$ cat src/rtl/mdio_pkg.sv
package mdio_pkg;

  typedef enum logic [2:0] {
    ST_PREAMBLE,
    ST_START,
    ST_OPCODE,
    ST_PHYAD,
    ST_REGAD,
    ST_TURN,
    ST_DATA
  } mdio_state_e;

  localparam logic [1:0] OP_EXT   = 2'b00;
  localparam logic [1:0] OP_WRITE = 2'b01;
  localparam logic [1:0] OP_READ  = 2'b10;

endpackage

$ cat src/rtl/mdio_edge_sync.sv
module mdio_edge_sync #(
  parameter int SYNC_STAGES = 2
) (
  input  logic clk,
  input  logic rst_n,
  input  logic mdc,
  input  logic mdio_i,
  output logic bit_strobe,
  output logic bit_value
);

  localparam int LAST = SYNC_STAGES - 1;

  logic [SYNC_STAGES:0]   clk_pipe;
  logic [SYNC_STAGES-1:0] dat_pipe;

  always_ff @(posedge clk or negedge rst_n) begin
    if (!rst_n) begin
      clk_pipe <= '1;
      dat_pipe <= '1;
    end else begin
      clk_pipe <= {clk_pipe[SYNC_STAGES-1:0], mdc};
      dat_pipe <= {dat_pipe[SYNC_STAGES-2:0], mdio_i};
    end
  end

  // data and clock traverse the same number of stages
  assign bit_strobe = clk_pipe[LAST] & ~clk_pipe[LAST+1];
  assign bit_value  = dat_pipe[LAST];

endmodule

$ cat src/rtl/mdio_addr_check.sv
module mdio_addr_check #(
  parameter int REG_W        = 5,
  parameter int EXT_PHY_BITS = 3,
  parameter int EXT_LAST     = 141,
  parameter logic [(2**REG_W)-1:0] STD_MAP = 32'hA000_003F
) (
  input  logic                          is_ext,
  input  logic [EXT_PHY_BITS+REG_W-1:0] addr,
  output logic                          in_range
);

  localparam int ADDR_W = EXT_PHY_BITS + REG_W;

  logic std_ok;
  logic ext_ok;

  always_comb begin
    std_ok   = (addr[ADDR_W-1:REG_W] == '0) && STD_MAP[addr[REG_W-1:0]];
    ext_ok   = (addr <= ADDR_W'(EXT_LAST));
    in_range = is_ext ? ext_ok : std_ok;
  end

endmodule

$ cat src/rtl/mdio_frame_engine.sv
module mdio_frame_engine
  import mdio_pkg::*;
#(
  parameter int PRE_LEN      = 32,
  parameter int DATA_W       = 16,
  parameter int EXT_DW       = 8,
  parameter int PHY_W        = 5,
  parameter int REG_W        = 5,
  parameter int EXT_PHY_BITS = 3,
  parameter int EXT_LAST     = 141,
  parameter logic [(2**REG_W)-1:0] STD_MAP = 32'hA000_003F
) (
  input  logic                          clk,
  input  logic                          rst_n,
  input  logic                          bit_strobe,
  input  logic                          bit_value,
  input  logic [PHY_W-1:0]              cfg_phy_addr,
  output logic                          mdio_o,
  output logic                          mdio_oe,
  output logic [EXT_PHY_BITS+REG_W-1:0] reg_addr,
  output logic                          reg_space_ext,
  output logic [DATA_W-1:0]             reg_wdata,
  output logic                          reg_wr,
  output logic                          reg_rd,
  input  logic [DATA_W-1:0]             reg_rdata
);

  localparam int ADDR_W = EXT_PHY_BITS + REG_W;
  localparam int CNT_MAX = (PRE_LEN > DATA_W) ? PRE_LEN : DATA_W;
  localparam int CW      = $clog2(CNT_MAX + 1);

  mdio_state_e       state;
  logic [CW-1:0]     cnt;
  logic [1:0]        opcode;
  logic [PHY_W-1:0]  phyad;
  logic [REG_W-1:0]  regad;
  logic [DATA_W-1:0] rx_sr;
  logic [DATA_W-1:0] tx_sr;
  logic              respond;
  logic              wr_armed;
  logic              load_pend;

  // decode of the header, evaluated on the last register-address bit
  logic [REG_W-1:0]  reg_full;
  logic              dec_ext;
  logic              dec_rd;
  logic              dec_wr;
  logic              dec_match;
  logic [ADDR_W-1:0] dec_addr;
  logic              dec_ok;
  logic [DATA_W-1:0] rx_next;

  always_comb begin
    reg_full  = {regad[REG_W-2:0], bit_value};
    dec_ext   = (opcode == OP_EXT);
    dec_rd    = (opcode == OP_READ)  || (dec_ext && phyad[PHY_W-1]);
    dec_wr    = (opcode == OP_WRITE) || (dec_ext && !phyad[PHY_W-1]);
    dec_match = dec_ext || (phyad == cfg_phy_addr);
    dec_addr  = dec_ext ? {phyad[EXT_PHY_BITS-1:0], reg_full}
                        : {{EXT_PHY_BITS{1'b0}}, reg_full};
    rx_next   = {rx_sr[DATA_W-2:0], bit_value};
  end

  mdio_addr_check #(
    .REG_W       (REG_W),
    .EXT_PHY_BITS(EXT_PHY_BITS),
    .EXT_LAST    (EXT_LAST),
    .STD_MAP     (STD_MAP)
  ) u_addr_check (
    .is_ext  (dec_ext),
    .addr    (dec_addr),
    .in_range(dec_ok)
  );

  always_ff @(posedge clk or negedge rst_n) begin
    if (!rst_n) begin
      state         <= ST_PREAMBLE;
      cnt           <= '0;
      opcode        <= '0;
      phyad         <= '0;
      regad         <= '0;
      rx_sr         <= '0;
      tx_sr         <= '0;
      respond       <= 1'b0;
      wr_armed      <= 1'b0;
      load_pend     <= 1'b0;
      mdio_o        <= 1'b0;
      mdio_oe       <= 1'b0;
      reg_addr      <= '0;
      reg_space_ext <= 1'b0;
      reg_wdata     <= '0;
      reg_wr        <= 1'b0;
      reg_rd        <= 1'b0;
    end else begin
      reg_wr <= 1'b0;
      reg_rd <= 1'b0;
      if (load_pend) begin
        load_pend <= 1'b0;
        tx_sr     <= reg_space_ext ? DATA_W'(reg_rdata[EXT_DW-1:0]) : reg_rdata;
      end
      if (bit_strobe) begin
        unique case (state)
          ST_PREAMBLE: begin
            if (bit_value) begin
              if (cnt != CW'(PRE_LEN)) cnt <= cnt + 1'b1;
            end else if (cnt == CW'(PRE_LEN)) begin
              state <= ST_START;
              cnt   <= '0;
            end else begin
              cnt <= '0;
            end
          end
          ST_START: begin
            cnt   <= '0;
            state <= bit_value ? ST_OPCODE : ST_PREAMBLE;
          end
          ST_OPCODE: begin
            opcode <= {opcode[0], bit_value};
            if (cnt == CW'(1)) begin
              state <= ST_PHYAD;
              cnt   <= '0;
            end else begin
              cnt <= cnt + 1'b1;
            end
          end
          ST_PHYAD: begin
            phyad <= {phyad[PHY_W-2:0], bit_value};
            if (cnt == CW'(PHY_W - 1)) begin
              state <= ST_REGAD;
              cnt   <= '0;
            end else begin
              cnt <= cnt + 1'b1;
            end
          end
          ST_REGAD: begin
            regad <= reg_full;
            if (cnt == CW'(REG_W - 1)) begin
              state         <= ST_TURN;
              cnt           <= '0;
              reg_addr      <= dec_addr;
              reg_space_ext <= dec_ext;
              respond       <= dec_rd && dec_match;
              wr_armed      <= dec_wr && dec_match && dec_ok;
              reg_rd        <= dec_rd && dec_match && dec_ok;
              load_pend     <= dec_rd && dec_match && dec_ok;
              tx_sr         <= '0;
            end else begin
              cnt <= cnt + 1'b1;
            end
          end
          ST_TURN: begin
            if (cnt == '0) begin
              cnt <= CW'(1);
              if (respond) begin
                mdio_oe <= 1'b1;
                mdio_o  <= 1'b0;
              end
            end else begin
              cnt   <= '0;
              state <= ST_DATA;
              if (respond) begin
                mdio_o <= tx_sr[DATA_W-1];
                tx_sr  <= {tx_sr[DATA_W-2:0], 1'b0};
              end
            end
          end
          ST_DATA: begin
            rx_sr <= rx_next;
            if (cnt == CW'(DATA_W - 1)) begin
              state    <= ST_PREAMBLE;
              cnt      <= '0;
              mdio_oe  <= 1'b0;
              mdio_o   <= 1'b0;
              respond  <= 1'b0;
              wr_armed <= 1'b0;
              if (wr_armed) begin
                reg_wr    <= 1'b1;
                reg_wdata <= reg_space_ext ? DATA_W'(rx_next[EXT_DW-1:0]) : rx_next;
              end
            end else begin
              cnt <= cnt + 1'b1;
              if (respond) begin
                mdio_o <= tx_sr[DATA_W-1];
                tx_sr  <= {tx_sr[DATA_W-2:0], 1'b0};
              end
            end
          end
          default: begin
            state <= ST_PREAMBLE;
            cnt   <= '0;
          end
        endcase
      end
    end
  end

  // strobes are single-cycle and exclusive
  p_strobe_excl_r9: assert property (@(posedge clk) disable iff (!rst_n)
    !(reg_rd && reg_wr));
  p_rd_pulse_r9: assert property (@(posedge clk) disable iff (!rst_n)
    reg_rd |=> !reg_rd);
  p_wr_pulse_r9: assert property (@(posedge clk) disable iff (!rst_n)
    reg_wr |=> !reg_wr);
  // upper byte of an extended write is zero
  p_ext_wdata_r7: assert property (@(posedge clk) disable iff (!rst_n)
    (reg_wr && reg_space_ext) |-> (reg_wdata[DATA_W-1:EXT_DW] == '0));
  // no strobe beyond the last extended address
  p_ext_range_r8: assert property (@(posedge clk) disable iff (!rst_n)
    ((reg_wr || reg_rd) && reg_space_ext) |-> (reg_addr <= ADDR_W'(EXT_LAST)));
  // standard strobes only reach mapped registers
  p_std_range_r5: assert property (@(posedge clk) disable iff (!rst_n)
    ((reg_wr || reg_rd) && !reg_space_ext) |-> STD_MAP[reg_addr[REG_W-1:0]]);
  // the first driven bit of a reply is the turnaround zero
  p_ta_zero_r2: assert property (@(posedge clk) disable iff (!rst_n)
    $rose(mdio_oe) |-> !mdio_o);
  // line released while the header is being received
  p_idle_release_r11: assert property (@(posedge clk) disable iff (!rst_n)
    (state inside {ST_PREAMBLE, ST_START, ST_OPCODE, ST_PHYAD, ST_REGAD}) |-> !mdio_oe);

endmodule

$ cat src/rtl/mdio_mgmt_slave.sv
module mdio_mgmt_slave #(
  parameter int PRE_LEN      = 32,
  parameter int DATA_W       = 16,
  parameter int EXT_DW       = 8,
  parameter int PHY_W        = 5,
  parameter int REG_W        = 5,
  parameter int EXT_PHY_BITS = 3,
  parameter int EXT_LAST     = 141,
  parameter int SYNC_STAGES  = 2,
  parameter logic [(2**REG_W)-1:0] STD_MAP = 32'hA000_003F
) (
  input  logic                          clk,
  input  logic                          rst_n,
  input  logic [PHY_W-1:0]              cfg_phy_addr,
  input  logic                          mdc,
  input  logic                          mdio_i,
  output logic                          mdio_o,
  output logic                          mdio_oe,
  output logic [EXT_PHY_BITS+REG_W-1:0] reg_addr,
  output logic                          reg_space_ext,
  output logic [DATA_W-1:0]             reg_wdata,
  output logic                          reg_wr,
  output logic                          reg_rd,
  input  logic [DATA_W-1:0]             reg_rdata
);

  logic bit_strobe;
  logic bit_value;

  mdio_edge_sync #(
    .SYNC_STAGES(SYNC_STAGES)
  ) u_sync (
    .clk       (clk),
    .rst_n     (rst_n),
    .mdc       (mdc),
    .mdio_i    (mdio_i),
    .bit_strobe(bit_strobe),
    .bit_value (bit_value)
  );

  mdio_frame_engine #(
    .PRE_LEN     (PRE_LEN),
    .DATA_W      (DATA_W),
    .EXT_DW      (EXT_DW),
    .PHY_W       (PHY_W),
    .REG_W       (REG_W),
    .EXT_PHY_BITS(EXT_PHY_BITS),
    .EXT_LAST    (EXT_LAST),
    .STD_MAP     (STD_MAP)
  ) u_engine (
    .clk          (clk),
    .rst_n        (rst_n),
    .bit_strobe   (bit_strobe),
    .bit_value    (bit_value),
    .cfg_phy_addr (cfg_phy_addr),
    .mdio_o       (mdio_o),
    .mdio_oe      (mdio_oe),
    .reg_addr     (reg_addr),
    .reg_space_ext(reg_space_ext),
    .reg_wdata    (reg_wdata),
    .reg_wr       (reg_wr),
    .reg_rd       (reg_rd),
    .reg_rdata    (reg_rdata)
  );

endmodule

$ cat config.mk
export PLATFORM = sky130hd
export DESIGN_NAME = mdio_mgmt_slave
export DESIGN_NICKNAME = d
export VERILOG_FILES = /design/src/rtl/mdio_pkg.sv /design/src/rtl/mdio_edge_sync.sv /design/src/rtl/mdio_addr_check.sv /design/src/rtl/mdio_frame_engine.sv /design/src/rtl/mdio_mgmt_slave.sv
export SDC_FILE = /design/constraint.sdc
export NUM_CORES = 1
export LEC_CHECK = 0
export BUFFER_PORTS_ARGS = -buffer_cell sky130_fd_sc_hd__buf_4
export CORE_ASPECT_RATIO = 0.8
export CORE_MARGIN = 1
export CORE_UTILIZATION = 50
export CTS_CLUSTER_SIZE = 8
export DETAILED_ROUTE_END_ITERATION = 16
export GPL_ROUTABILITY_DRIVEN = 0
export PLACE_DENSITY_LB_ADDON = 0.3
export SLEW_MARGIN = 10
export SYNTH_ARGS = -nofsm -noshare
export SYNTH_HDL_FRONTEND = slang
export SYNTH_SLANG_ARGS = --single-unit
$ cat constraint.sdc
create_clock -name clk -period 2.5 [get_ports clk]
set_input_delay 0.25 -clock clk [delete_from_list [all_inputs] [get_ports clk]]
set_output_delay 0.25 -clock clk [all_outputs]
set_load 0.01 [all_outputs]
# Yosys cells after proc, flatten, opt, wreduce, memory -nomap -nowiden
# Memories as Yosys holds them, arrays and structs flattened.
# Index checks and enable logic that the tools add are counted.
# word_totals
rom_bits	32
reg_bits	87
n_memories	1
ram_bits	0
input_bits	25
latchBits	0
out_inout_bits	29
# op_classes
reduce_logical	29
div_mod_pow	0
add_sub_neg	1
mux	48
eq_ne	25
shift	0
order_cmp	2
bitwise	2
n_mul	0
# memory_table
name	depth	word_bits	rd	rd_clocked_by_memory_dff	wr	line	rtl
(name not given)	32	1	1	0	0	mdio_addr_check.sv:18	std_ok = (addr[ADDR_W-1:REG_W] == '0) && STD_MAP[addr[REG_W-1:0]];
# ops
op	count
$mux 16	8
$pmux 16 s3	1
$mux 6	5
$pmux 6 s5	1
$mux 3	7
$pmux 3 s7	1
$mux 1	19
$ne 2x1->1 const B	7
$reduce_and 2->1	5
$eq 3x3->1 const B	3
$le 8x8->1 const B	1
$mux 8	1
$pmux 1 s2	4
$reduce_and 4->1	2
$reduce_and 8->1	1
$logic_and 1x1->1	7
$add 6x1->6 const B	1
$eq 3x2->1 const B	2
$eq 6x1->1 const B	1
$eq 6x3->1 const B	1
$eq 6x4->1 const B	1
$eq 6x6->1 const B	1
$logic_not 3->1	2
$logic_not 6->1	1
18 further kinds	24

# Longest topological paths before layout
# logic_depth
word_depth	10
mapped_depth	9
ltp_nobuf	7

# Modules after synthesis
# From an unflattened synthesis, not the netlist that was laid out.
# unflattened
hier_cells	396
hier_area_um2	4206.5
# modules_own_cells
mod	area_per_inst_um2	n_inst	cells_each
mdio_frame_engine	4011.3	1	382
mdio_edge_sync	145.1	1	6
mdio_addr_check	50.0	1	8

# Worst setup path after synthesis
# OpenSTA, ideal clock, no wires.
# synth_path
path_kind	reg-to-reg
from	register u_engine.cnt[0]
to	register u_engine.state[0]
setup_time_ps	128
period_less_slack_ps	2066
slack_ps	434
arrival_time_ps	1938
stages_incl_launch_ff	8
path_cell_list	dfrtp_1 > inv_1 > ha_1 > or3b_1 > a21oi_4 > o31ai_2 > a2111oi_4 > mux2_1
# synth_via
elab_chain_len	3
# synth_lines
item	line	rtl
start: declaration	mdio_frame_engine.sv:33	logic [CW-1:0] cnt;
start signal: assignment	mdio_frame_engine.sv:105	if (cnt != CW'(PRE_LEN)) cnt <= cnt + 1'b1;
start signal: assignment	mdio_frame_engine.sv:123	cnt <= cnt + 1'b1;
start signal: assignment	mdio_frame_engine.sv:132	cnt <= cnt + 1'b1;
$eq 6x3->1 (tied with other cells)	mdio_frame_engine.sv:128, mdio_frame_engine.sv:137	
$ne 2x1->1 (no line) / $ne 2x2->1 (equally long branches)	-	
$reduce_and 8->1 (no line) *	-	
end signal: assignment	mdio_frame_engine.sv:115	state <= bit_value ? ST_OPCODE : ST_PREAMBLE;
end: declaration	mdio_frame_engine.sv:32	mdio_state_e state;
# Every way passes the cells marked *; elsewhere a longest branch is shown, timed or not.
# A chain may end at the register's enable or synchronous reset.

# Worst setup path after layout
# layout_path
from	register u_engine.cnt[0]
to	register u_engine.tx_sr[14]
# layout_via
elab_chain_len	4
# layout_lines
item	line	rtl
$eq 6x4->1 (tied with other cells)	mdio_frame_engine.sv:169	if (cnt == CW'(DATA_W - 1)) begin
$mux 16 (on tied branches)	mdio_frame_engine.sv:169, mdio_frame_engine.sv:137, mdio_frame_engine.sv:152	
$pmux 16 s3 *	mdio_frame_engine.sv:102	unique case (state)
$mux 16 *	mdio_frame_engine.sv:101	if (bit_strobe) begin
end signal: assignment	mdio_frame_engine.sv:99	tx_sr <= reg_space_ext ? DATA_W'(reg_rdata[EXT_DW-1:0]) : reg_rdata;
end signal: assignment	mdio_frame_engine.sv:163	tx_sr <= {tx_sr[DATA_W-2:0], 1'b0};
end signal: assignment	mdio_frame_engine.sv:184	tx_sr <= {tx_sr[DATA_W-2:0], 1'b0};
end: declaration	mdio_frame_engine.sv:38	logic [DATA_W-1:0] tx_sr;
# Marks and branches as above.

==> metrics.md <==
| Metric | Value |
|---|---|
| Status | `completed` |
| Post-CTS Setup Bufs | `0` |
| Num CTS Buffers | `9` |
| Crit path kind | `reg -> reg` |
| Register area share after synthesis | `~53%` |
| Initial antenna violation count | `0` |
| Vias in the first global route | `between 2000 and 3000` |
| Worst-path cell chain | `ha_1 > nand3_1 > nor3_2 > o21a_1 > nor2_1 > o2bb2ai_1` |
| Placeable Area | `a little under 0.008 mm²` |
| Top Metal Used | `met4` |
| Biggest cell delay along the critical path | `between 800 and 900 ps` |
| CTS Buffer Depth | `2` |
| RSZ-0062 raised after global routing | `false` |
| Sw frac | `between 20% and 30%` |
| Fin crit share | `about nine tenths` |
| Post-detail-place hpwl | `5.283 mm` |
| DRT antenna net count | `0` |
| Critical Path RT | `between 2000 and 3000 ps` |
| Layout cells sized above 1 | `about a third` |
| Setup TNS Final | `0 ps` |
| Clock transition at the registers of the reported paths | `approximately 90 ps` |
| Number of fill cells | `slightly above 600` |
| Port bufs | `53` |
| Drt total wl | `7.586 mm` |
| Cells after Synth | `between 300 and 400` |
| Depth of the CTS H-tree | `3` |
| Register bit total from synthesis | `87` |
| Post-CTS sizing | `0` |
| VDD IR-drop max | `approximately 370 µV` |
| Remaining design rule violation count | `0` |
| Diode count | `0` |
| HP Class | `in -> reg` |
| DRT iter0 DRCs | `150` |
| First-pass GRT wire length | `~13 mm` |
| Clk sinks | `between 80 and 90` |
| Met1 Wirelength | `approximately 3.7 mm` |
| Cell variety after synth | `62` |
| Ys Warns | `0` |
| Crit path max fanout | `15` |
| Worst setup EP type | `register` |
| Syn avg cell area | `~12 µm²` |
| Syn_nets | `~380` |
| Placed instance area | `approximately 0.0046 mm²` |
| Arrival @ worst endpoint | `roughly 2600 ps` |
| Pleak | `about 2.2 nW` |
| Wire per inst | `14.59 µm` |
| DR pass1 iterations | `4` |
| Vias after detailed routing | `between 2000 and 3000` |
| Layout area overhead | `17.76%` |
| Period minus WS final | `between 2000 and 2500 ps` |
| Die ar. | `0.008569 mm²` |
| Skew-Pair Late Insertion Delay | `between 300 and 400 ps` |
| Nets | `roughly 440` |
| Wire length on met2 | `roughly 3.4 mm` |
| Met3 WL | `roughly 400 µm` |
| Final instance area | `approximately 0.0048 mm²` |
| Max Clk Rate | `437.2 MHz` |
| Reg power frac | `around 57%` |
| Setup Skew | `roughly 13 ps` |
| Max-slew violations | `0` |
| Setup-violating endpoint count in the final report | `0` |
| GRT overflow | `0` |
| # IOs | `54` |
| Internal power | `around 1.9 mW` |
| Comb power frac | `roughly 8.5%` |
| Vias per cell | `between 5 and 6` |
| Crit-path slowest cell | `nor2_1` |
| Mapped cell area | `0.004100 mm²` |
| Multi-input gate area | `between 0.0015 and 0.002 mm²` |
| Worst Tran Pin Value | `~1100 ps` |
| FP Rows | `29` |
| Largest net degree at the start of global routing | `88` |
| Rel. slew slack | `a little over a quarter` |
| Gr usage total | `around 19%` |
| Crit start category | `register` |
| Seq. cell area | `approximately 0.0022 mm²` |
| Max-capacitance violation count | `0` |
| Switch Pwr | `0.6327 mW` |
| Die W | `approximately 100 µm` |
| Most frequent cells in the layout | `82 x dfrtp_1, 62 x buf_4, 40 x mux2_2` |
| Root Buffer | `clkbuf_8` |
| Height of the die | `about 83 µm` |
| Post-synth EDFFs | `0` |
| CTS tree | `done` |
| Most common cell after layout, fill and taps aside | `dfrtp_1` |
| Hold Vio Cnt, Final | `0` |
| Prevailing post-synth register cell | `dfrtp_1` |
| Clock power frac | `about a third` |
| Power density over the cells | `between 500 and 600 mW/mm²` |
| Async set or reset register ratio after synthesis | `100.0%` |
| Starting density of the core | `between 50% and 60%` |
-- registers in the layout, indices dropped and copies added (netlist names), 3 cells and up --
register,count
u_engine.cnt,6
u_engine.phyad,5
u_engine.reg_addr,8
u_engine.reg_wdata,16
u_engine.regad,4
u_engine.rx_sr,15
u_engine.state,3
u_engine.tx_sr,16
u_sync.clk_pipe,3
-- logic make-up (layout without fill, tap and decap cells) --
family | Yosys count | after routing | synth area share (%)
AOI/OAI and AO/OA | 75 | 75 | 13.79
DFF | 87 | 87 | 53.25
adders and majority gates | 3 | 3 | 0.9156
muxes | 51 | 51 | 13.70
and+or+nand+nor | 96 | 96 | 13.46
xor gates and xnor gates | 6 | 6 | 1.282
buffers and inverters | 30 | 94 | 3.601
-- synth_stat cells, types with 4 or more instances --
library cell,instances,area share [%]
dfstp_2,5,3.2
buf_2,7,0.85
dfrtp_1,82,50
nor3_1,5,0.61
nand2b_1,10,1.5
clkbuf_1,6,0.55
mux2_2,40,11
o2bb2ai_1,15,3.2
inv_1,12,1.1
o21ai_0,19,2.3
nor2_1,14,1.3
nand2_1,17,1.6
mux2i_1,10,2.4
nor2b_1,15,2.3
xnor2_1,4,0.85
a21oi_1,9,1.1
nand3_1,10,1.2
a22o_1,4,0.85
-- repair_timing --
action | in CTS | in global routing
hold buffers | 3 | 0
setup endpoints to repair | 0 | 0
endpoints found under the hold margin | 84 | 0
-- routing by layer --
metal,global-route usage (%),vias up
li1,-,1364
met1,28.58,1338
met2,27.52,76
met3,5.303,10
met4,7.042,0
met5,0,-
-- per-stage QoR --
stage               power, mW  cells  hold WS (ps)  setup WS (ps)  utilization [%]
detailed placement      1.696    501         323.2          293.2            58.12
CTS                     2.595    520         132.6          271.2            60.76
finish                  2.551    520         155.1          212.5            60.76
global route            2.681    520         159.8          49.64            60.76
global placement        1.693    501         319.7          358.4            58.12
floorplan               1.605    348        -45.59          434.4                -
-- critical path, delay by kind of cell (launching register included) --
kind	cells	cell delay [ps]
fa+ha+maj	1	260
simple gates	3	1100
flops	1	440
compound gates	2	400
-- power groups by stage --
| stage | clock, mW | combinational [mW] | sequential (mW) |
|---|---|---|---|
| final | 0.881 | 0.218 | 1.45 |
| after global routing | 0.981 | 0.242 | 1.46 |
| after CTS | 0.924 | 0.219 | 1.45 |
| after detailed placement | 0 | 0.216 | 1.48 |
| after global placement | 0 | 0.215 | 1.48 |
| after floorplan | 0 | 0.135 | 1.47 |
-- cell type report --
cell class	count	area share [%]
repair buffers	66	10.68
inverters	12	0.9329
clock buffers	10	2.850
well taps	108	2.799
multi-input cells	231	36.64
clock inverters	6	0.8811
flip-flops and latches	87	45.22
-- worst paths after layout --
path | from | endpoint | slack [ps] | cells past startpoint
worst max-delay path | u_engine.cnt[0]$_DFFE_PN0P_ | u_engine.tx_sr[14]$_DFF_PN0_ | 210 | 6
worst min-delay path | reg_rdata[0] | u_engine.tx_sr[0]$_DFF_PN0_ | 160 | 3
worst max register to register | u_engine.cnt[0]$_DFFE_PN0P_ | u_engine.tx_sr[14]$_DFF_PN0_ | 210 | 6
worst min register to register | u_sync.clk_pipe[0]$_DFF_PN1_ | u_sync.clk_pipe[1]$_DFF_PN1_ | 360 | 0
max in group asynchronous | rst_n | u_sync.clk_pipe[2]$_DFF_PN1_ | 1640 | 3
min in group asynchronous | rst_n | u_engine.reg_wr$_DFF_PN0_ | 470 | 3
(Power assumes the default switching activity.)
